--- config.mk ---
export PLATFORM = sky130hd
export DESIGN_NAME = tdm_framer
export DESIGN_NICKNAME = d
export VERILOG_FILES = /design/src/rtl/tdm_pkg.sv /design/src/rtl/tdm_seq.sv /design/src/rtl/tdm_tx.sv /design/src/rtl/tdm_rx.sv /design/src/rtl/tdm_framer.sv
export SDC_FILE = /design/constraint.sdc
export NUM_CORES = 1
export LEC_CHECK = 0
export ABC_AREA = 1
export BUFFER_PORTS_ARGS = -buffer_cell sky130_fd_sc_hd__buf_4
export CAP_MARGIN = 5
export CORE_UTILIZATION = 30
export DETAILED_ROUTE_END_ITERATION = 10
export SYNTH_ARGS = -nofsm -noshare
export SYNTH_HDL_FRONTEND = slang
export SYNTH_SLANG_ARGS = --single-unit
--- constraint.sdc ---
create_clock -name clk -period 2 [get_ports clk]
set_clock_uncertainty 0.15 [all_clocks]
set_input_delay 0.1 -clock clk [delete_from_list [all_inputs] [get_ports clk]]
set_output_delay 0.1 -clock clk [all_outputs]
set_load 0.02 [all_outputs]
--- src/rtl/tdm_pkg.sv ---
package tdm_pkg;

  typedef enum logic [1:0] {
    PH_IDLE = 2'd0,
    PH_GAP  = 2'd1,
    PH_DATA = 2'd2
  } tdm_phase_e;

endpackage

--- src/rtl/tdm_seq.sv ---
module tdm_seq
  import tdm_pkg::*;
#(
  parameter int MAX_CH = 32,
  parameter int WORD_W = 16,
  parameter int DLY_W  = 2
) (
  input  logic                                clk,
  input  logic                                rst_n,
  input  logic                                en,
  input  logic                                bit_en,
  input  logic                                fsync,
  input  logic [((MAX_CH > 1) ? $clog2(MAX_CH) : 1)-1:0] cfg_chan_last,
  input  logic [DLY_W-1:0]                    cfg_delay,
  input  logic [MAX_CH-1:0]                   cfg_tx_mask,
  input  logic [MAX_CH-1:0]                   cfg_rx_mask,
  output logic                                data_tick,
  output logic                                first_bit,
  output logic                                last_bit,
  output logic                                tx_on,
  output logic                                rx_on,
  output logic [((MAX_CH > 1) ? $clog2(MAX_CH) : 1)-1:0] slot,
  output logic                                frame_err
);

  localparam int CH_W  = (MAX_CH > 1) ? $clog2(MAX_CH) : 1;
  localparam int BIT_W = $clog2(WORD_W);
  localparam logic [BIT_W-1:0] BIT_LAST = BIT_W'(WORD_W - 1);

  tdm_phase_e        phase_q, phase_d;
  logic [DLY_W-1:0]  dly_q, dly_d;
  logic [BIT_W-1:0]  bit_q, bit_d;
  logic [CH_W-1:0]   slot_q, slot_d;
  logic [CH_W-1:0]   last_q, last_d;
  logic [MAX_CH-1:0] txm_q, txm_d;
  logic [MAX_CH-1:0] rxm_q, rxm_d;
  logic              err_q, err_d;

  logic word_end;
  logic frame_end;

  assign data_tick = en & bit_en & (phase_q == PH_DATA);
  assign word_end  = (bit_q == BIT_LAST);
  assign frame_end = data_tick & word_end & (slot_q == last_q);

  // next-state process
  always_comb begin
    phase_d = phase_q;
    dly_d   = dly_q;
    bit_d   = bit_q;
    slot_d  = slot_q;
    last_d  = last_q;
    txm_d   = txm_q;
    rxm_d   = rxm_q;
    err_d   = 1'b0;
    if (!en) begin
      phase_d = PH_IDLE;
      dly_d   = '0;
      bit_d   = '0;
      slot_d  = '0;
    end else if (bit_en) begin
      case (phase_q)
        PH_GAP: begin
          if (dly_q <= DLY_W'(1)) phase_d = PH_DATA;
          else                    dly_d   = dly_q - 1'b1;
        end
        PH_DATA: begin
          if (word_end) begin
            bit_d = '0;
            if (slot_q == last_q) begin
              phase_d = PH_IDLE;
              slot_d  = '0;
            end else begin
              slot_d = slot_q + 1'b1;
            end
          end else begin
            bit_d = bit_q + 1'b1;
          end
        end
        default: ;
      endcase
      if (fsync) begin
        err_d   = (phase_q != PH_IDLE) && !frame_end;
        phase_d = (cfg_delay == '0) ? PH_DATA : PH_GAP;
        dly_d   = cfg_delay;
        bit_d   = '0;
        slot_d  = '0;
        last_d  = cfg_chan_last;
        txm_d   = cfg_tx_mask;
        rxm_d   = cfg_rx_mask;
      end
    end
  end

  // register process
  always_ff @(posedge clk or negedge rst_n) begin
    if (!rst_n) begin
      phase_q <= PH_IDLE;
      dly_q   <= '0;
      bit_q   <= '0;
      slot_q  <= '0;
      last_q  <= '0;
      txm_q   <= '0;
      rxm_q   <= '0;
      err_q   <= 1'b0;
    end else begin
      phase_q <= phase_d;
      dly_q   <= dly_d;
      bit_q   <= bit_d;
      slot_q  <= slot_d;
      last_q  <= last_d;
      txm_q   <= txm_d;
      rxm_q   <= rxm_d;
      err_q   <= err_d;
    end
  end

  assign first_bit = (bit_q == '0);
  assign last_bit  = word_end;
  assign tx_on     = txm_q[slot_q];
  assign rx_on     = rxm_q[slot_q];
  assign slot      = slot_q;
  assign frame_err = err_q;

  // an error pulse only ever follows an accepted sync tick
  p_err_after_sync_r8: assert property (@(posedge clk) disable iff (!rst_n)
    frame_err |-> $past(en && bit_en && fsync));

  // the slot index never passes the frame's last slot
  p_slot_in_frame_r5: assert property (@(posedge clk) disable iff (!rst_n)
    (phase_q != PH_IDLE) |-> (slot_q <= last_q));

  // no bit tick, no sequencer movement
  p_hold_between_ticks_r11: assert property (@(posedge clk) disable iff (!rst_n)
    (en && !bit_en) |=> ($stable(slot_q) && $stable(bit_q) && $stable(phase_q)));

endmodule

--- src/rtl/tdm_tx.sv ---
module tdm_tx #(
  parameter int WORD_W = 16
) (
  input  logic              clk,
  input  logic              rst_n,
  input  logic              en,
  input  logic              bit_en,
  input  logic              data_tick,
  input  logic              first_bit,
  input  logic              tx_on,
  input  logic [WORD_W-1:0] tx_word,
  output logic              tdat,
  output logic              toe
);

  localparam int SH_W = WORD_W - 1;

  logic [SH_W-1:0] sh_q, sh_d;
  logic            tdat_q, tdat_d;
  logic            toe_q, toe_d;

  // next-state process
  always_comb begin
    sh_d   = sh_q;
    tdat_d = tdat_q;
    toe_d  = toe_q;
    if (!en) begin
      tdat_d = 1'b0;
      toe_d  = 1'b0;
    end else if (bit_en) begin
      if (data_tick && tx_on) begin
        toe_d = 1'b1;
        if (first_bit) begin
          tdat_d = tx_word[WORD_W-1];
          sh_d   = tx_word[SH_W-1:0];
        end else begin
          tdat_d = sh_q[SH_W-1];
          sh_d   = {sh_q[SH_W-2:0], 1'b0};
        end
      end else begin
        tdat_d = 1'b0;
        toe_d  = 1'b0;
      end
    end
  end

  // register process
  always_ff @(posedge clk or negedge rst_n) begin
    if (!rst_n) begin
      sh_q   <= '0;
      tdat_q <= 1'b0;
      toe_q  <= 1'b0;
    end else begin
      sh_q   <= sh_d;
      tdat_q <= tdat_d;
      toe_q  <= toe_d;
    end
  end

  assign tdat = tdat_q;
  assign toe  = toe_q;

  // disabling the framer silences the pin on the next clock
  p_quiet_when_off_r10: assert property (@(posedge clk) disable iff (!rst_n)
    !en |=> (!toe && !tdat));

endmodule

--- src/rtl/tdm_rx.sv ---
module tdm_rx #(
  parameter int WORD_W = 16,
  parameter int CH_W   = 5
) (
  input  logic              clk,
  input  logic              rst_n,
  input  logic              data_tick,
  input  logic              last_bit,
  input  logic              rx_on,
  input  logic [CH_W-1:0]   slot,
  input  logic              rdat,
  output logic              rx_valid,
  output logic [CH_W-1:0]   rx_chan,
  output logic [WORD_W-1:0] rx_word
);

  localparam int SH_W = WORD_W - 1;

  logic [SH_W-1:0]   sh_q, sh_d;
  logic [WORD_W-1:0] word_q, word_d;
  logic [CH_W-1:0]   chan_q, chan_d;
  logic              vld_q, vld_d;

  // next-state process
  always_comb begin
    sh_d   = sh_q;
    word_d = word_q;
    chan_d = chan_q;
    vld_d  = 1'b0;
    if (data_tick && rx_on) begin
      if (last_bit) begin
        word_d = {sh_q, rdat};
        chan_d = slot;
        vld_d  = 1'b1;
      end else begin
        sh_d = {sh_q[SH_W-2:0], rdat};
      end
    end
  end

  // register process
  always_ff @(posedge clk or negedge rst_n) begin
    if (!rst_n) begin
      sh_q   <= '0;
      word_q <= '0;
      chan_q <= '0;
      vld_q  <= 1'b0;
    end else begin
      sh_q   <= sh_d;
      word_q <= word_d;
      chan_q <= chan_d;
      vld_q  <= vld_d;
    end
  end

  assign rx_valid = vld_q;
  assign rx_chan  = chan_q;
  assign rx_word  = word_q;

  // a delivered word is a single-cycle pulse
  p_valid_single_r4: assert property (@(posedge clk) disable iff (!rst_n)
    rx_valid |=> !rx_valid);

  // delivery only follows the final bit of an enabled receive slot
  p_valid_from_slot_r7: assert property (@(posedge clk) disable iff (!rst_n)
    rx_valid |-> $past(data_tick && rx_on && last_bit));

endmodule

--- src/rtl/tdm_framer.sv ---
module tdm_framer #(
  parameter int MAX_CH = 32,
  parameter int WORD_W = 16,
  parameter int DLY_W  = 2,
  localparam int CH_W  = (MAX_CH > 1) ? $clog2(MAX_CH) : 1
) (
  input  logic              clk,
  input  logic              rst_n,
  input  logic              en,
  input  logic              bit_en,
  input  logic              fsync,
  input  logic [CH_W-1:0]   cfg_chan_last,
  input  logic [DLY_W-1:0]  cfg_delay,
  input  logic [MAX_CH-1:0] cfg_tx_mask,
  input  logic [MAX_CH-1:0] cfg_rx_mask,
  output logic [CH_W-1:0]   tx_chan,
  input  logic [WORD_W-1:0] tx_word,
  output logic              tdat,
  output logic              toe,
  input  logic              rdat,
  output logic              rx_valid,
  output logic [CH_W-1:0]   rx_chan,
  output logic [WORD_W-1:0] rx_word,
  output logic              frame_err
);

  logic            data_tick;
  logic            first_bit;
  logic            last_bit;
  logic            tx_on;
  logic            rx_on;
  logic [CH_W-1:0] slot;

  tdm_seq #(
    .MAX_CH (MAX_CH),
    .WORD_W (WORD_W),
    .DLY_W  (DLY_W)
  ) u_seq (
    .clk           (clk),
    .rst_n         (rst_n),
    .en            (en),
    .bit_en        (bit_en),
    .fsync         (fsync),
    .cfg_chan_last (cfg_chan_last),
    .cfg_delay     (cfg_delay),
    .cfg_tx_mask   (cfg_tx_mask),
    .cfg_rx_mask   (cfg_rx_mask),
    .data_tick     (data_tick),
    .first_bit     (first_bit),
    .last_bit      (last_bit),
    .tx_on         (tx_on),
    .rx_on         (rx_on),
    .slot          (slot),
    .frame_err     (frame_err)
  );

  tdm_tx #(
    .WORD_W (WORD_W)
  ) u_tx (
    .clk       (clk),
    .rst_n     (rst_n),
    .en        (en),
    .bit_en    (bit_en),
    .data_tick (data_tick),
    .first_bit (first_bit),
    .tx_on     (tx_on),
    .tx_word   (tx_word),
    .tdat      (tdat),
    .toe       (toe)
  );

  tdm_rx #(
    .WORD_W (WORD_W),
    .CH_W   (CH_W)
  ) u_rx (
    .clk       (clk),
    .rst_n     (rst_n),
    .data_tick (data_tick),
    .last_bit  (last_bit),
    .rx_on     (rx_on),
    .slot      (slot),
    .rdat      (rdat),
    .rx_valid  (rx_valid),
    .rx_chan   (rx_chan),
    .rx_word   (rx_word)
  );

  assign tx_chan = slot;

endmodule

; After elaboration in Yosys (flattened, before gate mapping)
; Cells that the tools add are included.
[word_totals]
in_bits = 93
mem_bits_ro = 0
latch_bits = 0
mem_bits_rw = 0
n_memories = 0
output_inout_bits = 30
word_cells = 94
ff_bits = 137
[classes]
shifts = 0
mux = 41
n_addsub = 3
eq_ne = 13
order_cmp = 2
n_reduce_logical = 15
mul = 0
n_bitwise = 5
div = 0
[ops]
columns = operator, count
row1 = 5-bit 2-to-1 mux, 6
row2 = 2-bit 2-to-1 mux, 12
row3 = 4-bit 2-to-1 mux, 5
row4 = 15-bit 2-to-1 mux, 1
row5 = 1-bit 2-to-1 mux, 14
row6 = 3-bit AND reduction, 4
row7 = 1-bit binary-select mux with 5-bit select, 2
row8 = 3-bit by 1-bit != test with 1-bit output (second input constant), 3
row9 = 4-bit by 3-bit != test with 1-bit output (second input constant), 2
row10 = 5-bit by 6-bit < comparator with 1-bit output (second input constant), 1
row11 = 2-bit AND reduction, 3
row12 = 5-bit by 1-bit adder with 5-bit output (second input constant), 1
row13 = 5-bit == test, 1
row14 = 5-bit AND reduction, 1
row15 = 4-bit by 1-bit adder with 4-bit output (second input constant), 1
row16 = 1-bit bitwise AND, 4
row17 = 4-bit == test (second input constant), 1
row18 = 4-bit zero test, 1
row19 = 4-bit by 1-bit != test with 1-bit output (second input constant), 1
row20 = 4-bit != test (second input constant), 1
row21 = 2-bit one-hot mux with 2 select lines, 1
row22 = 1-bit logical AND, 3
row23 = 3-bit != test (second input constant), 1
row24 = 2-bit by 1-bit == test with 1-bit output (second input constant), 1
row25 = 8 further kinds, 8

; Longest topological paths before layout
; Gate-level depths: netlist of run 1.
[logic_depth]
depth_word = 9
mapped_depth = 15
depth_no_buf = 11

; Modules after synthesis
; From an unflattened synthesis of run 1, not the netlist that was laid out.
[unflattened]
hier_cells = 849
hier_area_um2 = 6641.4
[by_module_without_submodules]
columns = mod, instances, cells_each, area_each_um2
row1 = tdm_seq, 1, 561, 4197.8
row2 = tdm_rx, 1, 163, 1531.5
row3 = tdm_tx, 1, 125, 912.1

; Worst setup path before layout of run 1
; Ideal clock, no wire load.
[synth_path]
kind = reg-to-reg
from = reg u_seq.slot_q[0], in the netlist u_seq.slot[0]
to = reg u_rx.sh_q[10]
n_path_buf = 4
t_required_ns = 1.733
t_arrival_ns = 1.692
path_stages_with_launch = 15
setup_slack_ns = 0.041
path_cell_list = dfrtp_1 buf_6 inv_6 buf_8 buf_8 nand2_1 nand3_1 nand3_1 nand2_1 nand2_2 nand3_2 nand4_2 buf_4 nand2_1 nand2_1
[synth_between]
elab_chain_len = 4
[synth_rtl]
columns = item, line_no
row1 = start: declaration, tdm_seq.sv:33  ; logic [CH_W-1:0] slot_q, slot_d;
row2 = start signal: assignment, tdm_seq.sv:110  ; slot_q <= slot_d;
row3 = 1-bit binary-select mux with 5-bit select, tdm_seq.sv:121  ; assign rx_on = rxm_q[slot_q];
row4 = 1-bit 2-to-1 mux (not written as such), tdm_seq.sv:121
row5 = 1-bit logical AND, tdm_rx.sv:30  ; if (data_tick && rx_on) begin
row6 = 2-bit AND reduction (no source line), --
row7 = end signal: assignment, tdm_rx.sv:44  ; sh_q <= '0;
row8 = end signal: assignment, tdm_rx.sv:49  ; sh_q <= sh_d;
row9 = end: declaration, tdm_rx.sv:19  ; logic [SH_W-1:0] sh_q, sh_d;
; Every way passes these cells. The select of a mux whose other input is x is not followed.
; A chain may end at the register's enable or synchronous reset.

; Final worst setup path of run 1
[layout_path]
from = reg u_seq.slot_q[0], in the netlist u_seq.slot[0]
to = reg u_rx.sh_q[9]
; Same word-level chain as after synthesis.

==> parameters.txt, run 1 <==
Parameter                              Value

Run status
  Result of the run ... finished, final reports clean

Route
  Drt via density ... 4.533
  Count of TritonRoute iterations in the first routing pass ... 5
  DR WL/cell ... 13.67 µm
  Total via count in the routed design ... 6151
  Starting DRC count in detailed routing ... 374
  Wire length after detailed routing ... 18550 µm
  DR DRC count ... 0
  Remaining antenna violation count after routing ... 0

STA
  Share of the clock period used by the worst path ... 97.12%
  Shortest clock period the worst path allows after layout ... 1.942 ns
  Final setup violation count ... 0
  Max Fclk ... 514.8 MHz
  Final sum of negative setup slack ... 0 ns
  Final slew viol count ... 0
  Pin slew with the least headroom to its limit ... 0.7189 ns
  Worst max-slew margin expressed relative to the limit ... 52.07%
  Hold violation count in the final report ... 0
  Unrepaired setup endpoints after global routing ... yes
  PnR worst setup slack ... 0.05754 ns

Yosys
  Most area-consuming cells after synthesis ... sky130_fd_sc_hd__dfrtp_1 53%, sky130_fd_sc_hd__nand2_1 25%, sky130_fd_sc_hd__nand3_1 4.8%, sky130_fd_sc_hd__nand4_1 3.6%, sky130_fd_sc_hd__inv_1 2.1%
  Fraction of post-synthesis cell area in the top cell type by area ... 52.52%
  Sequential cell area fraction in the yosys report ... 52.52%
  Cells after Synth ... 838
  Net count after synthesis ... 938
  Post-Syn Area per Cell ... 7.789 µm²
  Unique cell type count in the Yosys netlist ... 34
  Post-synthesis register bit count ... 137
  Number of warnings reported in the yosys synthesis log ... 0
  Area of the mapped netlist ... 6528 µm²
  Synth area leader ... sky130_fd_sc_hd__dfrtp_1

Final layout
  Utilization of the core after routing ... 46.15%
  Number of inserted diodes ... 0
  Layout Nets ... 1169
  Commonest cells after routing, fill and taps aside ... 427 x sky130_fd_sc_hd__nand2_1, 144 x sky130_fd_sc_hd__buf_4, 136 x sky130_fd_sc_hd__dfrtp_1
  Fraction of layout instances using a drive strength above 1 ... 21.35%
  Synth-to-Final Area Change ... 49.55%
  Most common library cell in the layout ignoring fill and taps ... sky130_fd_sc_hd__nand2_1

Clock network
  Clk Tree Root Cell ... sky130_fd_sc_hd__clkbuf_16
  Latest clock arrival within the worst-skew pair ... 0.42 ns
  H-tree level count ... 4
  Clock buffer count from CTS ... 17
  Max Buffers Root-to-Sink ... 2
  CTS tree ... done
  Count of clock tree sinks ... 137
  Clock-pin slew of the registers on the worst-case setup and hold paths ... 0.06 ns

GRT
  Wire length of the first global-routing pass ... 29560 µm
  GRT Total Usage ... 16.94%
  Final global-route overflow total ... 0
  Number of global-route vias before repair ... 6033
  Maximum number of pins on one net before global-route repair ... 72
  Initial antenna violation count ... 0

Worst setup path
  Max incr delay on CP ... 0.43 ns
  Cell with the largest stage delay on the worst path ... sky130_fd_sc_hd__dfrtp_2
  CP Data Arrival Time ... 2.10 ns
  Worst endpoint required time ... 2.16 ns
  Startpoint types ... register
  Crit Path Max Fanout ... 13
  Cell breakdown of the critical path ... buf_12 > buf_12 > nand2_1 > nand3_2 > nand3_2 > nand2_2 > nand2_2 > nand2_2 > nand2_2 > nand2_8 > clkbuf_16 > nand4_1 > nand2_1
  Type of destination of the critical path ... register
  Critical Path Most Common Cell ... sky130_fd_sc_hd__nand2_2
  CP Class ... register to register

Die
  Full die area ... 22350 µm²
  Top-Level Pins ... 123
  Placeable core region ... 21150 µm²
  Die Wd ... 149.5 µm
  Initial Util ... 30.86%
  Die Ht ... 149.5 µm
  # rows ... 53

Power
  Power density over the cells ... 992.9 nW/µm²
  Total power consumption of the routed design ... 9692 µW
  Reported leakage power ... 0.005124 µW
  Worst voltage drop across the vdd grid ... 0.0006062 V

Placement
  Count of input and output buffers ... 122
  Routability Congestion ... 0.7673
  Worst slack at placement ... 0.04464 ns
  Dpl hpwl ... 11480 µm

Run
  Number of maximum-capacitance constraint violations ... 0

Worst hold path
  Kind of path behind the tightest hold check ... input pin to register
## metrics by stage
step                cells  instance area, µm²  hold WS, ns
floorplan             838                6528      -0.3456
global placement     1221                7890     -0.06766
detailed placement   1221                7890     -0.06734
CTS                  1348                9474     0.006411
global route         1357                9762      0.03801
finish               1357                9762      0.02940
## cells by family (layout without fill, tap and decap cells)
group,count (synthesis),after routing,share of synthesized area [%]
simple gates,566,566,35.98
flops,137,137,52.52
buf+inv,88,332,6.536
compound gates,34,34,2.818
fa+ha+maj,7,7,1.342
xor+xnor,6,6,0.8051
## registers in the layout, indices dropped and copies added (netlist names)
name and count:
u_rx.rx_chan 5, u_seq.phase_q 2, u_rx.sh_q 15, u_seq.rxm_q 32, u_tx.tdat 1, u_tx.toe 1, u_rx.rx_word 16, u_seq.last_q 5
u_seq.bit_q 4, u_seq.txm_q 32, u_rx.rx_valid 1, u_seq.frame_err 1, u_seq.dly_q 2, u_seq.slot 5, u_tx.sh_q 15
## Yosys cell counts
cell type / instances
sky130_fd_sc_hd__a31oi_1: 1
sky130_fd_sc_hd__buf_2: 10
sky130_fd_sc_hd__clkinv_1: 1
sky130_fd_sc_hd__a21oi_1: 7
sky130_fd_sc_hd__xnor2_1: 1
sky130_fd_sc_hd__o21ai_0: 21
sky130_fd_sc_hd__o31ai_1: 1
sky130_fd_sc_hd__nor2_1: 17
sky130_fd_sc_hd__nand4_1: 38
sky130_fd_sc_hd__buf_6: 6
sky130_fd_sc_hd__o211ai_1: 1
sky130_fd_sc_hd__dfrtp_1: 137
sky130_fd_sc_hd__nand3_1: 62
sky130_fd_sc_hd__buf_8: 2
sky130_fd_sc_hd__nand2_4: 1
sky130_fd_sc_hd__buf_1: 7
sky130_fd_sc_hd__buf_4: 3
sky130_fd_sc_hd__nor2_2: 1
sky130_fd_sc_hd__inv_6: 1
sky130_fd_sc_hd__clkbuf_1: 18
sky130_fd_sc_hd__inv_2: 4
sky130_fd_sc_hd__nor4_1: 1
sky130_fd_sc_hd__o41ai_1: 1
sky130_fd_sc_hd__nor3_1: 2
sky130_fd_sc_hd__nand2_1: 438
sky130_fd_sc_hd__o21a_1: 1
sky130_fd_sc_hd__nand2_2: 1
sky130_fd_sc_hd__nand4_2: 2
sky130_fd_sc_hd__o22ai_1: 1
sky130_fd_sc_hd__inv_1: 36
sky130_fd_sc_hd__nor3b_1: 1
sky130_fd_sc_hd__ha_1: 7
sky130_fd_sc_hd__nand3_2: 2
sky130_fd_sc_hd__xor2_1: 5
## cell type report
class | count | area (µm²)
Clock buffer | 18 | 439.2
Timing Repair Buffer | 257 | 2391
Clock inverter | 14 | 193.9
Tap cell | 275 | 344.1
Timing Repair inverter | 1 | 16.27
Multi-Input combinational cell | 613 | 2775
Sequential cell | 137 | 3430
Fill cell | 2079 | 11390
Inverter | 42 | 172.7
## critical path, delay by kind of cell (launching register included)
kind                   cells  cell delay (ns)
flip-flops                 1             0.43
AND/OR/NAND/NOR           10             0.77
buffers and inverters      3             0.47
## layer usage
layer  global-route usage, %  wire length [µm]
met3                   3.293               654
met5                       0                 0
met2                   26.71              8873
met4                   6.684               310
met1                   22.81              8709
## worst paths after layout
check / slack, ns / to / from / depth (start not counted)
worst min-delay path: 0.03 / u_seq.frame_err / fsync / 7
min in group asynchronous: 0.04 / u_rx.rx_valid / rst_n / 2
worst min register to register: 0.32 / u_seq.txm_q[0] / u_seq.txm_q[0] / 2
max in group asynchronous: 0.98 / u_seq.txm_q[1] / rst_n / 3
worst max-delay path: 0.06 / u_rx.sh_q[9] / u_seq.slot[0] / 13
worst max register to register: 0.06 / u_rx.sh_q[9] / u_seq.slot[0] / 13
## where the power goes
part	switching, µW	internal (µW)
clock	1260	2130
combinational	1520	1320
sequential	268	3190
## what timing repair did
item                                   4_1_cts  5_1_grt
hold buffers                                95        0
resized for setup                            0       32
endpoints found under the hold margin      230        0
buffers inserted                             0        2
setup endpoints to repair                    0       57
Power figures use the tool's default switching activity.
==> run 2, diff against run 1 <==
==> constraint.sdc (replaced) <==
create_clock -name clk -period 1.78 [get_ports clk]
set_clock_uncertainty 0.15 [all_clocks]
set_input_delay 0.089 -clock clk [delete_from_list [all_inputs] [get_ports clk]]
set_output_delay 0.089 -clock clk [all_outputs]
set_load 0.005 [all_outputs]
==> run 2 against run 1 <==
Net effect:
- the run now ends with setup timing left
- non-clock buffer count increased by 17
- die area is the same
- critical path depth is 3 lower
- critical endpoint is now u_seq.phase_q[1]
==> parameters.txt, run 2 (same netlist as run 1, synthesis figures left out) <==
Parameter                              Value

Die
  # rows ... 53 (unchanged)
  Die Wd ... 149.5 µm (unchanged)
  Full die area ... 22350 µm² (unchanged)
  Top-Level Pins ... 123 (unchanged)
  Initial Util ... 30.86% (unchanged)
  Die Ht ... 149.5 µm (unchanged)
  Placeable core region ... 21150 µm² (unchanged)

Placement
  Total placed instance area ... 8043 µm² (was 7890 µm²)
  Count of input and output buffers ... 122 (unchanged)
  Number of placed cells counting well taps ... 1233 (was 1221)
  Dpl hpwl ... 11760 µm (was 11480 µm)
  Routability Congestion ... 0.7790 (was 0.7673)

Final layout
  Number of inserted diodes ... 0 (unchanged)
  Fraction of layout instances using a drive strength above 1 ... 23.27% (was 21.35%)
  Layout Nets ... 1187 (was 1169)
  Commonest cells after routing, fill and taps aside ... 423 x sky130_fd_sc_hd__nand2_1, 158 x sky130_fd_sc_hd__buf_4, 136 x sky130_fd_sc_hd__dfrtp_1 (was 427 x sky130_fd_sc_hd__nand2_1, 144 x sky130_fd_sc_hd__buf_4, 136 x sky130_fd_sc_hd__dfrtp_1)
  Most common library cell in the layout ignoring fill and taps ... sky130_fd_sc_hd__nand2_1 (unchanged)
  Final Cell Area ... 9928 µm² (was 9762 µm²)
  Post-route insts no fill ... 1375 (was 1357)
  Synth-to-Final Area Change ... 52.10% (was 49.55%)

Worst setup path
  Critical R2R Capture ... u_seq.phase_q[1] (was u_rx.sh_q[9])
  Slack of the worst reg-to-reg path ... -0.18 ns (was 0.06 ns)
  Critical register-to-register path startpoint ... u_seq.slot[0] (unchanged)
  Count of cells along the worst register-to-register path ... 10 (was 13)
  Startpoint of the worst setup timing path ... u_seq.slot[0] (unchanged)
  Cell with the largest stage delay on the worst path ... sky130_fd_sc_hd__dfrtp_2 (unchanged)
  CP Data Arrival Time ... 2.13 ns (was 2.10 ns)
  Max incr delay on CP ... 0.45 ns (was 0.43 ns)
  Worst endpoint required time ... 1.94 ns (was 2.16 ns)
  Crit Path Max Fanout ... 5 (was 13)
  Startpoint types ... register (unchanged)
  CP Class ... register to register (unchanged)
  Type of destination of the critical path ... register (unchanged)
  Cell breakdown of the critical path ... buf_6 > buf_4 > buf_4 > xor2_1 > nor3_2 > nand3_2 > nand3_1 > nand4_1 > nand2_1 > nand2_1 (was buf_12 > buf_12 > nand2_1 > nand3_2 > nand3_2 > nand2_2 > nand2_2 > nand2_2 > nand2_2 > nand2_8 > clkbuf_16 > nand4_1 > nand2_1)
  Setup crit end ... u_seq.phase_q[1] (was u_rx.sh_q[9])

Route
  DR WL/cell ... 13.46 µm (was 13.67 µm)
  Starting DRC count in detailed routing ... 374 (unchanged)
  Count of TritonRoute iterations in the first routing pass ... 5 (unchanged)
  Total via count in the routed design ... 6224 (was 6151)
  Drt via density ... 4.527 (was 4.533)
  DR DRC count ... 0 (unchanged)
  Remaining antenna violation count after routing ... 0 (unchanged)
  Wire length after detailed routing ... 18500 µm (was 18550 µm)

Worst hold path
  Kind of path behind the tightest hold check ... input pin to async pin (was input pin to register)

Power
  Total power consumption of the routed design ... 10620 µW (was 9692 µW)
  Worst voltage drop across the vdd grid ... 0.0006788 V (was 0.0006062 V)
  Reported leakage power ... 0.005179 µW (was 0.005124 µW)
  Power density over the cells ... 1069 nW/µm² (was 992.9 nW/µm²)

Run status
  Result of the run ... complete, but fails checks (was finished, final reports clean)
  Violations in the final reports ... setup timing

Clock network
  Latest clock arrival within the worst-skew pair ... 0.42 ns (about the same)
  Clock-pin slew of the registers on the worst-case setup and hold paths ... 0.06 ns (about the same)
  Count of clock tree sinks ... 137 (unchanged)
  H-tree level count ... 4 (unchanged)
  CTS tree ... done (unchanged)
  Clock buffer count from CTS ... 17 (unchanged)
  Clk Tree Root Cell ... sky130_fd_sc_hd__clkbuf_16 (unchanged)
  Max Buffers Root-to-Sink ... 2 (unchanged)

STA
  Final slew viol count ... 0 (unchanged)
  Shortest clock period the worst path allows after layout ... 1.964 ns (was 1.942 ns)
  Worst max-slew margin expressed relative to the limit ... 72.34% (was 52.07%)
  Pin slew with the least headroom to its limit ... 0.4148 ns (was 0.7189 ns)
  PnR worst setup slack ... -0.1838 ns (was 0.05754 ns)
  Hold violation count in the final report ... 0 (unchanged)
  Max Fclk ... 509.2 MHz (was 514.8 MHz)
  Unrepaired setup endpoints after global routing ... yes (unchanged)
  Share of the clock period used by the worst path ... 110.3% (was 97.12%)
  Final setup violation count ... 62 (was 0)
  Hold slack final ... 0.003487 ns (was 0.02940 ns)

GRT
  Number of global-route vias before repair ... 6117 (was 6033)
  GRT Total Usage ... 17.14% (was 16.94%)
  Initial antenna violation count ... 0 (unchanged)
  Wire length of the first global-routing pass ... 30010 µm (was 29560 µm)
  Final global-route overflow total ... 0 (unchanged)
  Maximum number of pins on one net before global-route repair ... 72 (unchanged)

Run
  Number of maximum-capacitance constraint violations ... 0 (unchanged)
[run 2: cell types whose count changed in the layout (fill, tap and decap cells not counted), sizes merged]
| cell | before | now |
|---|---|---|
| buf | 157 | 176 |
| bufinv | 4 | 2 |
| clkinvlp | 2 | 3 |
| clkbuf | 23 | 22 |
| nand4 | 40 | 41 |
[run 2: worst max-delay path: cells and delay by family, from the launching register on]
kind	cells	cell delay, ns
xor+xnor	1	0.16
flops	1	0.45
simple gates	6	0.68
buf+inv	3	0.40
[run 2: worst min-delay path by stage]
stage	depth (start not counted)	slack, ns	end	from
after floorplan	0	-0.36	u_rx.rx_chan[0]	rst_n
after CTS	2	0.01	u_rx.rx_valid	rst_n
final	2	0.003	u_rx.rx_valid	rst_n
after global placement	1	-0.11	u_rx.rx_valid	rst_n
after global routing	2	0.02	u_rx.rx_valid	rst_n
after detailed placement	1	-0.11	u_rx.rx_valid	rst_n
[run 2: repair_timing]
item,CTS,global route
pin swaps,1,3
gates cloned,1,4
endpoints found under the hold margin,230,0
gates resized for setup,15,42
setup buffers,0,10
hold buffers,95,0
setup endpoints to repair,60,63
[run 2: area by class of cell]
| class | count | area [µm²] |
|---|---|---|
| Timing Repair Buffer | 274 | 2529 |
| Multi-Input combinational cell | 614 | 2849 |
| Inverter | 42 | 172.7 |
| Clock buffer | 19 | 442.9 |
| Fill cell | 2078 | 11230 |
| Timing Repair inverter | 1 | 16.27 |
| Sequential cell | 137 | 3430 |
| Tap cell | 275 | 344.1 |
| Clock inverter | 13 | 145.1 |
[run 2: layer usage]
metal	global-route usage (%)	routed length (µm)	share of wire [%]	vias up
li1	-	-	-	3165
met1	22.23	8444	46	2939
met2	28.50	9151	49	104
met3	3.476	701	3.8	16
met4	5.459	204	1.1	0
met5	0	0	0	-
[run 2: power by group]
group	switching (µW)	internal [µW]
logic	1710	1480
registers	305	3590
clock network	1410	2110
[run 2: stage by stage]
stage	setup slack [ns]	util, %	TNS, ns
CTS	-0.1130	45.49	-4.293
finish	-0.1838	46.93	-8.141
floorplan	-0.06726	-	-2.661
global placement	-0.1023	38.02	-4.544
detailed placement	-0.1577	38.02	-6.510
global route	-0.3041	46.93	-14.65
==> run 3, diff against run 2 <==
Settings changed: CTS_BUF_LIST set to sky130_fd_sc_hd__clkbuf_4.
==> run 3 against run 2 <==
Net effect:
- largest power group unchanged
- count of clock-buffer cells in the layout shrank 1
- die area unchanged
- cell count grew 0.44%
- the flow still finishes with violations (setup timing)
==> parameters.txt, run 3 (same netlist as run 1, synthesis figures left out) <==
Parameter                              Value

Clock network
  Max Buffers Root-to-Sink ... 2 (unchanged)
  H-tree level count ... 4 (unchanged)
  Clock buffer count from CTS ... 17 (unchanged)
  Count of clock tree sinks ... 137 (unchanged)
  Clock-pin slew of the registers on the worst-case setup and hold paths ... 0.13 ns (was 0.06 ns)
  CTS tree ... done (unchanged)
  Clk Tree Root Cell ... sky130_fd_sc_hd__clkbuf_4 (was sky130_fd_sc_hd__clkbuf_16)
  Latest clock arrival within the worst-skew pair ... 0.55 ns (was 0.42 ns)

Final layout
  Sequential cell area ... 3431 µm² (was 3430 µm²)
  Most common library cell in the layout ignoring fill and taps ... sky130_fd_sc_hd__nand2_1 (unchanged)
  Area occupied by multi-input gates ... 3128 µm² (was 2849 µm²)
  Utilization of the core after routing ... 47.60% (was 46.93%)
  Commonest cells after routing, fill and taps aside ... 396 x sky130_fd_sc_hd__nand2_1, 152 x sky130_fd_sc_hd__buf_4, 135 x sky130_fd_sc_hd__dfrtp_1 (was 423 x sky130_fd_sc_hd__nand2_1, 158 x sky130_fd_sc_hd__buf_4, 136 x sky130_fd_sc_hd__dfrtp_1)
  Layout Nets ... 1192 (was 1187)
  Final Cell Area ... 10070 µm² (was 9928 µm²)
  Synth-to-Final Area Change ... 54.27% (was 52.10%)
  # fillers ... 2056 (was 2078)
  Fraction of layout instances using a drive strength above 1 ... 29.32% (was 23.27%)

Worst setup path
  Cell with the largest stage delay on the worst path ... sky130_fd_sc_hd__dfrtp_2 (unchanged)
  Buffers plus inverters on the worst setup path ... 4 (was 3)
  Worst endpoint required time ... 2.08 ns (was 1.94 ns)
  Type of destination of the critical path ... register (unchanged)
  CP Class ... register to register (unchanged)
  Max incr delay on CP ... 0.47 ns (was 0.45 ns)
  Crit-path leading delay family ... simple AND/OR/NAND/NOR gates (unchanged)
  Crit Path Max Fanout ... 8 (was 5)
  Cell breakdown of the critical path ... buf_12 > inv_16 > clkbuf_16 > nand2_2 > nand3_2 > nand3_2 > nand2_2 > nand2_2 > nand3_2 > nand3_4 > clkbuf_16 > nand2_2 > o21ai_2 (was buf_6 > buf_4 > buf_4 > xor2_1 > nor3_2 > nand3_2 > nand3_1 > nand4_1 > nand2_1 > nand2_1)
  Startpoint types ... register (unchanged)
  CP Data Arrival Time ... 2.27 ns (was 2.13 ns)
  Critical Path Most Common Cell ... sky130_fd_sc_hd__nand2_2

Die
  Full die area ... 22350 µm² (unchanged)
  Die Ht ... 149.5 µm (unchanged)
  Initial Util ... 30.86% (unchanged)
  Placeable core region ... 21150 µm² (unchanged)
  Die Wd ... 149.5 µm (unchanged)
  Top-Level Pins ... 123 (unchanged)
  # rows ... 53 (unchanged)

Placement
  Count of input and output buffers ... 122 (unchanged)
  Dpl hpwl ... 11760 µm (unchanged)
  Total placed instance area ... 8043 µm² (unchanged)
  Routability Congestion ... 0.7790 (unchanged)

STA
  Final setup violation count ... 61 (was 62)
  PnR worst setup slack ... -0.1819 ns (was -0.1838 ns)
  Unrepaired setup endpoints after global routing ... yes (unchanged)
  Max Fclk ... 509.7 MHz (was 509.2 MHz)
  Shortest clock period the worst path allows after layout ... 1.962 ns (was 1.964 ns)
  Hold violation count in the final report ... 0 (unchanged)
  Hold slack final ... 0.1116 ns (was 0.003487 ns)
  Share of the clock period used by the worst path ... 110.2% (was 110.3%)
  Pin slew with the least headroom to its limit ... 0.4229 ns (was 0.4148 ns)
  Worst max-slew margin expressed relative to the limit ... 71.54% (was 72.34%)
  Final slew viol count ... 0 (unchanged)

Route
  Remaining antenna violation count after routing ... 0 (unchanged)
  Uppermost routed layer ... met4 (unchanged)
  Wire length on met1 ... 8712 µm (was 8444 µm)
  Detailed-routed wire length on met3 ... 745 µm (was 701 µm)
  Wire length after detailed routing ... 19170 µm (was 18500 µm)
  Total via count in the routed design ... 6308 (was 6224)
  Detailed-routed wire length on met2 ... 9544 µm (was 9151 µm)
  DR WL/cell ... 13.88 µm (was 13.46 µm)
  Drt via density ... 4.568 (was 4.527)
  DR DRC count ... 0 (unchanged)
  Starting DRC count in detailed routing ... 288 (was 374)
  Count of TritonRoute iterations in the first routing pass ... 4 (was 5)

GRT
  Initial antenna violation count ... 1 (was 0)
  Number of global-route vias before repair ... 6031 (was 6117)
  Maximum number of pins on one net before global-route repair ... 72 (unchanged)
  GRT Total Usage ... 16.85% (was 17.14%)
  Final global-route overflow total ... 0 (unchanged)
  Wire length of the first global-routing pass ... 29580 µm (was 30010 µm)

Power
  Reported leakage power ... 0.005209 µW (was 0.005179 µW)
  Total power consumption of the routed design ... 9914 µW (was 10620 µW)
  Worst voltage drop across the vdd grid ... 0.0004723 V (was 0.0006788 V)
  Power density over the cells ... 984.5 nW/µm² (was 1069 nW/µm²)

Run status
  Violations in the final reports ... setup timing (unchanged)
  Result of the run ... complete, but fails checks (unchanged)

Worst hold path
  Kind of path behind the tightest hold check ... input pin to register (was input pin to async pin)

Run
  Number of maximum-capacitance constraint violations ... 0 (unchanged)
run 3: cell types whose count changed in the layout (fill, tap and decap cells not counted), moves of 3 or more:
cell                        previous run  this run
sky130_fd_sc_hd__nand2_2              13        36
sky130_fd_sc_hd__nand3_2               9        29
sky130_fd_sc_hd__buf_4               158       152
sky130_fd_sc_hd__nand3_1              53        31
sky130_fd_sc_hd__nand2_4               4         7
sky130_fd_sc_hd__nand2_1             423       396
sky130_fd_sc_hd__clkbuf_16            20         7
sky130_fd_sc_hd__clkbuf_4              0        18
sky130_fd_sc_hd__o21ai_2               0         6
sky130_fd_sc_hd__o21ai_0              11         3
run 3: worst register-to-register path, cell delays in order (launching register included):
cell	delay, ns
sky130_fd_sc_hd__dfrtp_2	0.47
sky130_fd_sc_hd__buf_12	0.17
sky130_fd_sc_hd__inv_16	0.07
sky130_fd_sc_hd__clkbuf_16	0.14
sky130_fd_sc_hd__nand2_2	0.05
sky130_fd_sc_hd__nand3_2	0.06
sky130_fd_sc_hd__nand3_2	0.07
sky130_fd_sc_hd__nand2_2	0.09
sky130_fd_sc_hd__nand2_2	0.05
sky130_fd_sc_hd__nand3_2	0.08
sky130_fd_sc_hd__nand3_4	0.15
sky130_fd_sc_hd__clkbuf_16	0.21
sky130_fd_sc_hd__nand2_2	0.07
sky130_fd_sc_hd__o21ai_2	0.05
run 3: layer usage:
metal  vias to the layer above  GRT usage (%)
met3                        11          3.415
met2                       112          27.99
met4                         0          4.643
met5                         -              0
li1                       3176              -
met1                      3009          22.13
run 3: timing repair:
item,4_1_cts,5_1_grt
hold buffers,95,0
buffers inserted,0,9
endpoints found under the setup margin,60,64
endpoints found under the hold margin,246,0
gates cloned,0,11
resized for setup,15,131
pin swaps,0,36
run 3: per-stage QoR:
step | worst slack [ns] | cells | TNS (ns)
final | -0.1819 | 1381 | -8.387
after global routing | -0.2759 | 1381 | -14.06
after CTS | -0.08604 | 1360 | -3.144
after detailed placement | -0.1577 | 1233 | -6.510
after global placement | -0.1023 | 1233 | -4.544
after floorplan | -0.06726 | 838 | -2.661
run 3: layout make-up:
| type | instances | area share, % |
|---|---|---|
| Clock buffer | 18 | 1.342 |
| Timing Repair inverter | 2 | 0.2485 |
| Timing Repair Buffer | 278 | 26.58 |
| Tap cell | 275 | 3.417 |
| Clock inverter | 14 | 1.479 |
| Multi-Input combinational cell | 614 | 31.06 |
| Inverter | 42 | 1.777 |
| Antenna cell | 1 | 0.02485 |
| Sequential cell | 137 | 34.07 |
run 3: final timing paths:
check                           depth (start not counted)  slack (ns)       startpoint              end
worst max-delay path                                   13       -0.18    u_seq.slot[0]     u_tx.sh_q[1]
max in group asynchronous                               4        0.52            rst_n  u_seq.rxm_q[27]
min in group asynchronous                               3        0.39            rst_n  u_rx.rx_word[4]
worst min register to register                          2        0.33  u_seq.txm_q[19]  u_seq.txm_q[19]
worst min-delay path                                    4        0.11   cfg_rx_mask[5]   u_seq.rxm_q[5]
worst max register to register                         13       -0.18    u_seq.slot[0]     u_tx.sh_q[1]
run 3: where the power goes:
group / internal, µW / switching, µW / total [µW]
sequential: 3580 / 348 / 3930
combinational: 1910 / 2000 / 3900
clock: 856 / 1220 / 2080
